`src/rtl/mphase_pwm_pkg.sv`:
```
package mphase_pwm_pkg;
  localparam int unsigned NCH = 4;

  typedef enum logic [2:0] {
    PH_OFF  = 3'b000,
    PH_1OF2 = 3'b001,
    PH_1OF3 = 3'b010,
    PH_1OF4 = 3'b011,
    PH_2OF4 = 3'b100
  } ph_mode_e;
endpackage

```
`src/rtl/mphase_pwm_timer.sv`:
```
module mphase_pwm_timer #(
  parameter int unsigned CNT_W = 8
) (
  input  logic             clk_i,
  input  logic             rst_ni,
  input  logic             run_i,
  input  logic [CNT_W-1:0] top_i,
  output logic [CNT_W-1:0] cnt_o,
  output logic             wrap_o
);
  logic [CNT_W-1:0] cnt_q;

  assign wrap_o = run_i && (cnt_q == top_i);

  always_ff @(posedge clk_i or negedge rst_ni) begin
    if (!rst_ni)     cnt_q <= '0;
    else if (!run_i) cnt_q <= '0;
    else if (wrap_o) cnt_q <= '0;
    else             cnt_q <= cnt_q + 1'b1;
  end

  assign cnt_o = cnt_q;
endmodule

```
`src/rtl/mphase_pwm_rotor.sv`:
```
module mphase_pwm_rotor
  import mphase_pwm_pkg::*;
(
  input  logic           clk_i,
  input  logic           rst_ni,
  input  logic           run_i,
  input  logic           wrap_i,
  input  logic           dir_i,
  input  logic [2:0]     mode_i,
  output logic [NCH-1:0] rot_o,
  output logic [NCH-1:0] gate_o
);
  logic [NCH-1:0] rot_q, fwd_n, rev_n;
  logic [1:0]     last;
  logic           rotating;

  always_comb begin
    rotating = 1'b1;
    last     = 2'd3;
    unique case (mode_i)
      PH_1OF2: last = 2'd1;
      PH_1OF3: last = 2'd2;
      PH_1OF4,
      PH_2OF4: last = 2'd3;
      default: rotating = 1'b0;
    endcase
    // ring of length last+1 inside the low bits
    fwd_n = rot_q[last] ? 4'b0001 : (rot_q << 1);
    rev_n = rot_q[0] ? (4'b0001 << last) : (rot_q >> 1);
  end

  always_ff @(posedge clk_i or negedge rst_ni) begin
    if (!rst_ni)                 rot_q <= 4'b0001;
    else if (!run_i)             rot_q <= 4'b0001;
    else if (wrap_i && rotating) rot_q <= dir_i ? rev_n : fwd_n;
  end

  always_comb begin
    unique case (mode_i)
      PH_1OF2: gate_o = {2'b11, rot_q[1:0]};
      PH_1OF3: gate_o = {1'b1, rot_q[2:0]};
      PH_1OF4: gate_o = rot_q;
      PH_2OF4: gate_o = rot_q | {rot_q[2:0], rot_q[3]};
      default: gate_o = '1;
    endcase
  end

  assign rot_o = rot_q;
endmodule

```
`src/rtl/mphase_pwm_chan.sv`:
```
module mphase_pwm_chan #(
  parameter int unsigned CNT_W = 8
) (
  input  logic             run_i,
  input  logic             pwm_en_i,
  input  logic             gate_i,
  input  logic [CNT_W-1:0] cnt_i,
  input  logic [CNT_W-1:0] cmp_i,
  output logic             pwm_o
);
  // gated-out channel: match blocked, output held low
  assign pwm_o = run_i && pwm_en_i && gate_i && (cnt_i < cmp_i);
endmodule

```
`src/rtl/mphase_pwm.sv`:
```
module mphase_pwm
  import mphase_pwm_pkg::*;
#(
  parameter int unsigned CNT_W = 8
) (
  input  logic                 clk_i,
  input  logic                 rst_ni,
  input  logic                 run_i,
  input  logic [CNT_W-1:0]     top_i,
  input  logic [4*CNT_W-1:0]   cmp_i,
  input  logic [3:0]           pwm_en_i,
  input  logic                 mode_we_i,
  input  logic [2:0]           mode_i,
  input  logic                 dir_i,
  output logic [3:0]           pwm_o
);
  logic [2:0]       mode_q;
  logic [CNT_W-1:0] cnt_q;
  logic             wrap;
  logic [NCH-1:0]   rot_q, gate;

  always_ff @(posedge clk_i or negedge rst_ni) begin
    if (!rst_ni)                   mode_q <= PH_OFF;
    else if (mode_we_i && !run_i)  mode_q <= mode_i;
  end

  mphase_pwm_timer #(.CNT_W(CNT_W)) u_timer (
    .clk_i, .rst_ni, .run_i, .top_i,
    .cnt_o(cnt_q), .wrap_o(wrap)
  );

  mphase_pwm_rotor u_rotor (
    .clk_i, .rst_ni, .run_i,
    .wrap_i(wrap), .dir_i, .mode_i(mode_q),
    .rot_o(rot_q), .gate_o(gate)
  );

  for (genvar i = 0; i < NCH; i++) begin : g_ch
    mphase_pwm_chan #(.CNT_W(CNT_W)) u_ch (
      .run_i,
      .pwm_en_i(pwm_en_i[i]),
      .gate_i(gate[i]),
      .cnt_i(cnt_q),
      .cmp_i(cmp_i[i*CNT_W +: CNT_W]),
      .pwm_o(pwm_o[i])
    );
  end
endmodule

```
`config.mk`:
```
export PLATFORM = sky130hd
export DESIGN_NAME = mphase_pwm
export DESIGN_NICKNAME = d
export VERILOG_FILES = /design/src/rtl/mphase_pwm_pkg.sv /design/src/rtl/mphase_pwm_timer.sv /design/src/rtl/mphase_pwm_rotor.sv /design/src/rtl/mphase_pwm_chan.sv /design/src/rtl/mphase_pwm.sv
export SDC_FILE = /design/constraint.sdc
export NUM_CORES = 1
export LEC_CHECK = 0
export ABC_AREA = 0
export CORE_MARGIN = 10
export CORE_UTILIZATION = 45
export CTS_CLUSTER_DIAMETER = 150
export CTS_CLUSTER_SIZE = 30
export DETAILED_ROUTE_END_ITERATION = 10
export HOLD_SLACK_MARGIN = 0.05
export MAX_ROUTING_LAYER = met4
export PLACE_DENSITY = 0.79
export SLEW_MARGIN = 20
export SYNTH_ARGS = -nofsm -noshare
export SYNTH_HDL_FRONTEND = slang
export SYNTH_SLANG_ARGS = --single-unit
```
`constraint.sdc`:
```
create_clock -name clk_i -period 2.75 [get_ports clk_i]
set_input_delay 0.4125 -clock clk_i [delete_from_list [all_inputs] [get_ports clk_i]]
set_output_delay 0.4125 -clock clk_i [all_outputs]
set_load 0.03 [all_outputs]
```
Word-level counts from Yosys, hierarchy flattened --
Index checks and enable logic that the tools add are counted.
Storage, ports and cells: register bits after elaboration 15, bits of input ports 52, output and inout port bits 4, logic and storage cells 46
Operators by class: add/sub/neg operators 1, $lt $le $gt $ge 5, equal/unequal tests 6, shift-type cells 1, multiplexer cells 12, bitwise operators 1, reductions and logical operators 17
Operators by type and width (number):
- less-than comparator 8 bit | 4
- 2-to-1 mux 4 bit | 5
- 2-to-1 mux 8 bit | 2
- one-hot mux 4 bit (4 select lines) | 1
- logical AND 1 bit | 15
- adder 8 x 1 -> 8 bit (second input constant) | 1
- == test 8 bit | 1
- == test 3 x 2 -> 1 bit (second input constant) | 2
- bitwise OR 4 bit | 1
- one-hot mux 2 bit (2 select lines) | 1
- OR reduction 4 bit | 1
- << shifter 1 x 2 -> 4 bit (first input constant) | 1
- == test 3 x 1 -> 1 bit (second input constant) | 1
- == test 3 bit (second input constant) | 1
- less-than comparator 2 x 3 -> 1 bit (second input constant) | 1
- binary-select mux 1 bit (select 2 bit) | 1
- 2-to-1 mux 1 bit | 2
- != test 2 x 1 -> 1 bit (second input constant) | 1
- zero test 1 bit | 1

Logic depth before layout (Yosys ltp) --
Gate-level depths: netlist of the first run.
word-level depth 8, gate-level depth with buffers 10, gate-level depth less buffers 9

Modules after synthesis --
A second synthesis of the first run with hierarchy kept.
Second synthesis, totals: cell total of the unflattened synthesis 226, area, all modules 1938.1 um^2
By module, submodules not included:
- mphase_pwm_chan | times used 4, cells each 26, area each 191.4 um^2, seq. area each 0.0 um^2
- mphase_pwm_rotor | times used 1, cells each 68, area each 546.8 um^2, seq. area each 101.3 um^2
- mphase_pwm_timer | times used 1, cells each 47, area each 491.7 um^2, seq. area each 200.2 um^2
- mphase_pwm | times used 1, cells each 7, area each 133.9 um^2, seq. area each 75.1 um^2

Least setup slack after synthesis of the first run --
No wires, ideal clock.
path kind reg2out, start point reg mode_q[2], end point out pwm_o[2], arrival 1794 ps, required time 2338 ps, setup slack 544 ps, cell stages (with the launch flop) 10, buffers on the path 2, cell sequence dfrtp_1 > buf_2 > nand2b_1 > nand2b_1 > ha_1 > nand2_1 > a2bb2oi_1 > o221ai_1 > a211oi_1 > buf_4
Between the ends: longest elaborated chain between the ends 4, elaborated cells on any way between the ends 7, those cells by class eq/ne: 4; mux: 1; reduce/logical: 2
Ends and longest elaborated chain:
- start: declaration | RTL line mphase_pwm.sv:17 | logic [2:0] mode_q;
- start signal: assignment | RTL line mphase_pwm.sv:24 | else if (mode_we_i && !run_i) mode_q <= mode_i;
- == test 3 bit, or another cell as far along | RTL line mphase_pwm_rotor.sv:39 | unique case (mode_i)
- one-hot mux 4 bit (4 select lines) (*) | RTL line mphase_pwm_rotor.sv:39
- logical AND 1 bit (*) (2 in series) | RTL line mphase_pwm_chan.sv:12 | assign pwm_o = run_i && pwm_en_i && gate_i && (cnt_i < cmp_i);
- end: declaration | RTL line mphase_pwm.sv:15 | output logic [3:0] pwm_o
Mark *: on every way between the ends. The rest lies on a longest branch, timed or not.

Worst setup path in the final report of the first run --
start point reg mode_q[1], end point out pwm_o[3]
The elaborated chain is that of the path after synthesis.

==> results.py, run 1 <==
metrics = {
    "run_status": {
        "status": "complete, no violations",
    },
    "power": {
        "p_seq_share_pct": 35.2,
        "vdd_drop_max_mv": 0.428,
        "p_sw_uw": 223,
        "power_density_mw_per_mm2": 291,
        "internal_power_uw": 498,
        "sw_frac_of_total_pct": 30.9,
        "clkPwrFrac_pct": 23.5,
        "p_leak_uw": 0.00125,
        "p_comb_share_pct": 41.2,
    },
    "timing": {
        "finalSetupViolations": 0,
        "slew_violations": 0,
        "max_freq_mhz": 390,
        "fin_crit_sh_pct": 93.2,
        "relSlewSlack_pct": 56.6,
        "worst_slew_pin_slew_ps": 649,
        "fin_skew_ps": 3.79,
        "post-route-min-period_ps": 2560,
        "finalHoldViolCount": 0,
    },
    "clock_network": {
        "htreeDepth": 1,
        "clk_pin_slew_ps": 60,
        "cts-buffers-inserted": 3,
        "clk_latency_ps": 240,
        "clockBufferDepth": 2,
        "postCtsSetupBuffers": 0,
        "cts.sinks": 15,
        "cts_tree": "built",
        "cts_hold_buffers": 0,
        "clk_root_buffer_cell": "clkbuf_8",
    },
    "detailed_routing": {
        "remaining_drc_errors": 0,
        "vias": 1727,
        "antenna_left": 0,
        "viasPerCell": 5.28,
        "firstDrtPassIters": 4,
        "wl_mm": 4.83,
        "wire_per_inst_um": 14.8,
        "drt-initial-drc-count": 150,
    },
    "floorplanning": {
        "num_rows": 23,
        "num_io_pins": 56,
        "start_util_pct": 46.4,
        "dieArea_mm2": 0.00710,
        "coreArea_mm2": 0.00400,
        "die-width_um": 84.2,
        "die_y_um": 84.2,
    },
    "worst_setup_path": {
        "crit_arrival_ps": 2150,
        "path_cells": "inv_1 > nor3_2 > inv_1 > ha_2 > a311oi_1 > o211a_1 > buf_12",
        "path_class": "register to output port",
        "crit_path_end_kind": "output port",
        "slowest_stage": "dfrtp_1",
        "required_ps": 2340,
        "crit_top_cell": "inv_1",
        "cp_top_family": "compound AO/OA/AOI/OAI gates",
        "cpPeakStageDelay_ps": 440,
        "start_kind": "register",
        "crit_fanout": 7,
        "critPathBufInv": 3,
    },
    "global_route": {
        "grt_pass1_wl_mm": 8.14,
        "grt_util_all_layers_pct": 13.8,
        "antenna_found_initial": 0,
        "grt_overflow": 0,
        "grt_pass1_vias": 1770,
        "grt_max_degree": 16,
    },
    "final_layout": {
        "syn2layout_area_growth_pct": 33.4,
        "drive_gt1_share_pct": 8.30,
        "fillers": 351,
        "utilization_pct": 61.9,
        "diodes": 0,
        "fin_area_mm2": 0.00248,
        "num-nets-final": 364,
    },
    "logic_synthesis": {
        "synthCells": 225,
        "syn_avg_cell_area_um2": 8.25,
        "synth_fp_nets": 311,
        "synth_seq_area_share_pct": 20.3,
        "syn_area_mm2": 0.00186,
        "ys_warn_count": 0,
        "synth-seq-cells": 15,
        "synth.distinct_cells": 41,
        "yosysTopAreaCell": "ha_1",
        "synth_area_leaders": "ha_1, dfrtp_1, inv_1",
        "yosysTopAreaCellShare_pct": 22.9,
    },
    "job": {
        "maxCapViolCount": 0,
    },
    "place": {
        "portBuffers": 55,
        "placed_area_mm2": 0.00242,
        "place_hpwl_mm": 4.08,
        "gp_congestion": 0.890,
    },
    "hold_path": {
        "hp-class": "input port to async pin",
    },
}
## state kept, by name (all words and copies together), names as in the netlist
register and cells:
u_rotor.rot_o 4, u_timer.cnt_o 8, mode_q 3
## power by group through the flow
stage	clock network (uW)	registers [uW]	logic [uW]
4_1_cts	177	252	296
5_1_grt	187	257	331
3_5_place_dp	0	256	294
3_3_place_gp	0	256	291
2_1_floorplan	0	246	186
6_report	170	254	297
## final cells by class
type,instances,area [um2],area share (%)
Inverter,34,128,5.15
Clock buffer,4,45.0,1.82
Tap cell,50,62.6,2.53
Sequential cell,15,378,15.3
Multi-Input combinational cell,168,1300,52.6
Timing Repair Buffer,56,561,22.6
## layout by cell type (no fill, tap or decap), drive strengths merged, types with 2 or more instances in the layout
cell           instances
clkdlybuf4s50         51
inv                   34
ha                    34
nor2                  19
dfrtp                 14
xor2                  13
nand2                 12
o21ai                  9
nand3                  8
a21oi                  8
a21o                   7
nor2b                  7
nor3                   7
nand2b                 7
nand4                  5
buf                    5
clkbuf                 4
a211oi                 4
and3                   3
nor4                   3
xnor2                  2
o22a                   2
nand4b                 2
o22ai                  2
mux2i                  2
a32oi                  2
mux2                   2
## cells by family after synthesis
family,Yosys count,share of synthesized area (%)
flip-flops,15,20.3
AO/OA/AOI/OAI,40,15.0
adder cells (fa/ha/maj),34,22.9
multiplexers,4,2.29
buffers and inverters,42,10.0
XOR/XNOR,15,7.08
AND/OR/NAND/NOR,75,22.4
## layer usage
metal  part of all wire (%)  vias to the layer above  track usage (%)
met1                     45                      800             17.0
li1                       -                      875                -
met2                     49                       48             23.0
met4                    1.0                        0             3.81
met3                    4.5                        4             1.74
met5                      0                        -                -
## repair_timing
| item | CTS | global route |
|---|---|---|
| endpoints found under the setup margin | 0 | 4 |
| resized for setup | 0 | 4 |
| endpoints found under the hold margin | 0 | 0 |
## final timing paths
kind / from / to / slack [ps] / cells after the start
min reg2reg: u_rotor.rot_o[0] / u_rotor.rot_o[0] / 600 / 2
max in group asynchronous: rst_ni / mode_q[2] / 1720 / 1
min: rst_ni / u_timer.cnt_o[1] / 570 / 1
max reg2reg: mode_q[2] / u_rotor.rot_o[3] / 510 / 8
min in group clk_i: u_rotor.rot_o[0] / u_rotor.rot_o[0] / 600 / 2
max: mode_q[1] / pwm_o[3] / 190 / 7
## synth_stat cells, drive strengths merged
library cell / count
nor3b: 1
buf: 8
o211a: 1
mux2: 2
xor2: 13
nor2: 19
mux2i: 2
o22ai: 2
ha: 34
nor2b: 7
nand2b: 7
nand2: 12
nand4b: 2
nand3: 8
o31ai: 1
o22a: 2
a2bb2oi: 1
xnor2: 2
o221ai: 1
a211oi: 4
a21o: 7
o21ai: 9
and3: 3
a221o: 1
a32oi: 2
nand3b: 1
dfstp: 1
nand4: 5
inv: 34
nor4: 3
dfrtp: 14
nor3: 7
a311oi: 1
a21oi: 8
## metrics by stage
step	setup TNS (ps)	setup slack, ps	hold WS, ps	total power, uW	instances
after floorplan	0	544	117	431	225
after global placement	0	206	589	546	323
after detailed placement	0	195	593	550	323
after CTS	0	5.91	591	726	327
after global routing	-3.61	-3.61	617	774	327
final	0	186	575	721	327
(Power assumes the default switching activity.)
==> inputs of run 2 (changes only) <==
--- a/config.mk
+++ b/config.mk
@@ -6,14 +6,16 @@
 export NUM_CORES = 1
 export LEC_CHECK = 0
 export ABC_AREA = 0
+export ABC_CLOCK_PERIOD_IN_PS = 2750
 export CORE_MARGIN = 10
-export CORE_UTILIZATION = 45
+export CORE_UTILIZATION = 48
 export CTS_CLUSTER_DIAMETER = 150
 export CTS_CLUSTER_SIZE = 30
 export DETAILED_ROUTE_END_ITERATION = 10
 export HOLD_SLACK_MARGIN = 0.05
 export MAX_ROUTING_LAYER = met4
-export PLACE_DENSITY = 0.79
+export PLACE_DENSITY = 0.83
+export SETUP_SLACK_MARGIN = 0.02
 export SLEW_MARGIN = 20
 export SYNTH_ARGS = -nofsm -noshare
 export SYNTH_HDL_FRONTEND = slang
==> results.py, run 2 (synthesized netlist as in run 1, its figures left out) <==
metrics = {
    "run_status": {
        "status": "complete, no violations",
    },
    "global_route": {
        "grt_max_degree": 16,
        "grt_pass1_wl_mm": 7.82,
        "grt_overflow": 0,
        "antenna_found_initial": 0,
        "grt_pass1_vias": 1684,
        "grt_util_all_layers_pct": 14.9,
    },
    "detailed_routing": {
        "antenna_left": 0,
        "viasPerCell": 5.28,
        "firstDrtPassIters": 4,
        "wl_mm": 4.78,
        "wire_per_inst_um": 14.7,
        "drt-initial-drc-count": 104,
        "vias": 1716,
        "remaining_drc_errors": 0,
    },
    "floorplanning": {
        "coreArea_mm2": 0.00369,
        "die_y_um": 82.2,
        "start_util_pct": 50.3,
        "num_rows": 22,
        "dieArea_mm2": 0.00676,
        "num_io_pins": 56,
        "die-width_um": 82.2,
    },
    "final_layout": {
        "largest_register_ffs": 8,
        "drive_gt1_share_pct": 7.94,
        "stdcell_count": 325,
        "syn2layout_area_growth_pct": 32.8,
        "final_common_cell": "clkdlybuf4s50_1",
        "fin_area_mm2": 0.00247,
        "num-nets-final": 364,
        "diodes": 0,
        "final_cell_mix": "clkdlybuf4s50_1, inv_1, ha_1",
        "utilization_pct": 66.9,
    },
    "timing": {
        "fin_crit_sh_pct": 91.9,
        "fin_setup_tns_ps": 0,
        "max_freq_mhz": 396,
        "post-route-min-period_ps": 2530,
        "rsz0062_at_grt": "no",
        "slew_violations": 0,
        "worst_slew_pin_slew_ps": 642,
        "finalSetupViolations": 0,
        "fin_skew_ps": 2.13,
        "relSlewSlack_pct": 57.1,
        "finalHoldViolCount": 0,
    },
    "worst_setup_path": {
        "crit_path_end_kind": "output port",
        "crit-reg2reg-launch": "mode_q[0]",
        "rrSetupSlack_ps": 600,
        "start_kind": "input port",
        "crit_arrival_ps": 2110,
        "required_ps": 2340,
        "path_class": "input port to output port",
        "crit_fanout": 1,
        "ff2ff_path_depth": 8,
        "r2r-end": "u_rotor.rot_o[3]",
    },
    "clock_network": {
        "cts-buffers-inserted": 3,
        "clk_pin_slew_ps": 60,
        "ctsResizeCount": 0,
        "clockBufferDepth": 2,
        "postCtsSetupBuffers": 0,
        "clk_latency_ps": 240,
        "cts.sinks": 15,
        "clk_root_buffer_cell": "clkbuf_8",
        "cts_hold_buffers": 0,
        "cts_tree": "built",
        "htreeDepth": 1,
    },
    "hold_path": {
        "hp-class": "input port to async pin",
    },
    "place": {
        "dp_cells": 321,
        "gp_congestion": 0.852,
        "placed_area_mm2": 0.00241,
        "place_hpwl_mm": 4.04,
        "portBuffers": 55,
    },
    "job": {
        "maxCapViolCount": 0,
    },
    "power": {
        "p_leak_uw": 0.00125,
        "vdd_drop_max_mv": 0.277,
        "power_density_mw_per_mm2": 293,
    },
}
[run 2: cell counts in the layout (fill, tap and decap cells not counted)]
Identical to the previous run, type by type.
[run 2: cell type report]
cell class / instances / area [um2]
tap: 48 / 60.1
inverter: 34 / 128
multi-input combinational: 168 / 1310
timing repair buffer: 56 / 548
sequential: 15 / 377
clock buffer: 4 / 45.0
fill: 322 / 1220
[run 2: where the power goes]
part / switching [uW] / internal (uW) / total (uW)
Combinational: 132 / 163 / 295
Sequential: 22.2 / 231 / 253
Clock: 71.4 / 102 / 174
[run 2: worst max-delay path by stage]
stage	startpoint	endpoint	slack (ps)	cells past startpoint
floorplan	mode_q[2]	pwm_o[2]	540	9
global placement	cmp_i[1]	pwm_o[0]	240	8
detailed placement	cmp_i[9]	pwm_o[1]	200	8
CTS	mode_q[1]	pwm_o[1]	100	7
global route	cmp_i[13]	pwm_o[1]	40	9
finish	cmp_i[9]	pwm_o[1]	220	8
[run 2: critical path: stages]
cell	delay [ps]
clkdlybuf4s50_1	450
inv_1	40
ha_1	290
a21o_1	160
a211oi_2	210
nor3_1	90
nor4_2	260
buf_4	200
[run 2: layer usage]
metal	share of wire (%)	routed length (um)	track usage (%)	vias to the layer above
met5	0	0	-	-
met1	44	2090	18.0	778
met2	50	2370	25.5	55
met3	6.1	292	2.27	5
li1	-	-	-	878
met4	0.67	32	3.06	0
[run 2: through the flow]
step / worst slack, ps / hold WS (ps) / power (uW)
after floorplan: 544 / 117 / 431
after global placement: 245 / 598 / 540
after detailed placement: 200 / 595 / 545
after CTS: 101 / 588 / 723
after global routing: 38.7 / 600 / 769
final: 223 / 567 / 722
==> inputs of run 3 (changes only) <==
--- a/config.mk
+++ b/config.mk
@@ -6,7 +6,7 @@
 export NUM_CORES = 1
 export LEC_CHECK = 0
 export ABC_AREA = 0
-export ABC_CLOCK_PERIOD_IN_PS = 2750
+export ABC_CLOCK_PERIOD_IN_PS = 2700
 export CORE_MARGIN = 10
 export CORE_UTILIZATION = 48
 export CTS_CLUSTER_DIAMETER = 150
==> constraint.sdc (replaced) <==
create_clock -name clk_i -period 2.7 [get_ports clk_i]
set_input_delay 0.405 -clock clk_i [delete_from_list [all_inputs] [get_ports clk_i]]
set_output_delay 0.405 -clock clk_i [all_outputs]
set_load 0.03 [all_outputs]
==> results.py, run 3 (synthesized netlist as in run 1, its figures left out) <==
metrics = {
    "worst_setup_path": {
        "crit_path_end_kind": "output port",
        "rrSetupSlack_ps": 540,
        "ff2ff_path_depth": 8,
        "setup.worst_path.start": "cmp_i[9]",
        "r2r-end": "u_rotor.rot_o[3]",
        "path_cells": "clkdlybuf4s50_1 > inv_1 > ha_1 > a21o_1 > a211oi_2 > nor3_1 > nor4_2 > buf_4",
        "crit-reg2reg-launch": "mode_q[0]",
        "start_kind": "input port",
        "path_class": "input port to output port",
        "cpPeakStageDelay_ps": 450,
        "crit_fanout": 1,
        "slowest_stage": "clkdlybuf4s50_1",
        "crit_arrival_ps": 2110,
        "required_ps": 2300,
    },
    "detailed_routing": {
        "firstDrtPassIters": 4,
        "antenna_left": 0,
        "viasPerCell": 5.22,
        "wl_mm": 4.78,
        "remaining_drc_errors": 0,
        "wire_per_inst_um": 14.7,
        "drt-initial-drc-count": 108,
        "vias": 1697,
    },
    "clock_network": {
        "clk_root_buffer_cell": "clkbuf_8",
        "cts.sinks": 15,
        "clk_latency_ps": 240,
        "clockBufferDepth": 2,
        "postCtsSetupBuffers": 0,
        "cts_hold_buffers": 0,
        "htreeDepth": 1,
        "cts-buffers-inserted": 3,
        "cts_tree": "built",
        "ctsResizeCount": 0,
        "clk_pin_slew_ps": 60,
    },
    "final_layout": {
        "syn2layout_area_growth_pct": 33.7,
        "final_cell_mix": "clkdlybuf4s50_1, inv_1, ha_1",
        "diodes": 0,
        "drive_gt1_share_pct": 8.66,
        "final_common_cell": "clkdlybuf4s50_1",
        "stdcell_count": 325,
        "largest_register_ffs": 8,
        "num-nets-final": 364,
    },
    "timing": {
        "finalSetupViolations": 0,
        "fin_crit_sh_pct": 93.1,
        "finalHoldViolCount": 0,
        "hold-worst-slack_ps": 562,
        "relSlewSlack_pct": 56.8,
        "rsz0062_at_grt": "no",
        "slew_violations": 0,
        "fin_skew_ps": 0.870,
        "max_freq_mhz": 398,
        "post-route-min-period_ps": 2510,
        "fin_setup_tns_ps": 0,
        "worst_slew_pin_slew_ps": 646,
    },
    "run_status": {
        "status": "complete, no violations",
    },
    "floorplanning": {
        "coreArea_mm2": 0.00369,
        "dieArea_mm2": 0.00676,
        "die-width_um": 82.2,
        "start_util_pct": 50.3,
        "num_rows": 22,
        "num_io_pins": 56,
        "die_y_um": 82.2,
    },
    "place": {
        "gp_congestion": 0.852,
        "place_hpwl_mm": 4.04,
        "portBuffers": 55,
        "dp_cells": 321,
    },
    "job": {
        "maxCapViolCount": 0,
    },
    "global_route": {
        "grt_overflow": 0,
        "grt_pass1_wl_mm": 7.82,
        "grt_util_all_layers_pct": 14.9,
        "antenna_found_initial": 0,
        "grt_max_degree": 16,
        "grt_pass1_vias": 1684,
    },
    "hold_path": {
        "hp-class": "input port to async pin",
    },
    "power": {
        "power_uw": 740,
        "p_leak_uw": 0.00126,
        "vdd_drop_max_mv": 0.282,
        "power_density_mw_per_mm2": 298,
    },
}
## run 3: cell counts in the layout (fill, tap and decap cells not counted)
No cell type changed its count.
## run 3: power by group
part,internal [uW],total (uW),switching [uW]
clock,104,176,71.3
combinational,169,306,137
sequential,235,258,22.7
## run 3: worst max-delay path, delay by kind of cell
family	cells	cell delay, ps
compound gates	2	370
fa+ha+maj	1	290
buf+inv	3	700
simple gates	2	350
## run 3: how the worst max path moves through the flow
stage / endpoint / slack (ps) / cells past startpoint
after global routing: pwm_o[3] / 9 / 7
after global placement: pwm_o[0] / 210 / 8
after CTS: pwm_o[1] / 60 / 7
after detailed placement: pwm_o[1] / 160 / 8
after floorplan: pwm_o[2] / 500 / 9
final: pwm_o[1] / 190 / 8
## run 3: layer usage
layer / GRT usage (%) / wire [um] / up-vias
met5: - / 0 / -
met4: 3.06 / 21 / 0
met3: 2.27 / 290 / 4
met2: 25.5 / 2370 / 55
met1: 18.0 / 2100 / 759
li1: - / - / 879
## run 3: layout make-up
class | instances | area [um2]
fill | 314 | 1210
tap | 48 | 60.1
sequential | 15 | 377
multi-input combinational | 168 | 1330
timing repair buffer | 56 | 548
clock buffer | 4 | 45.0
inverter | 34 | 128
## run 3: stage by stage
stage               utilization, %  instance area (um2)  worst slack, ps
finish                        67.3                 2480              186
global route                  67.3                 2480             8.74
CTS                           66.5                 2450             58.7
detailed placement            65.2                 2410              165
global placement              65.2                 2410              210
floorplan                        -                 1860              501
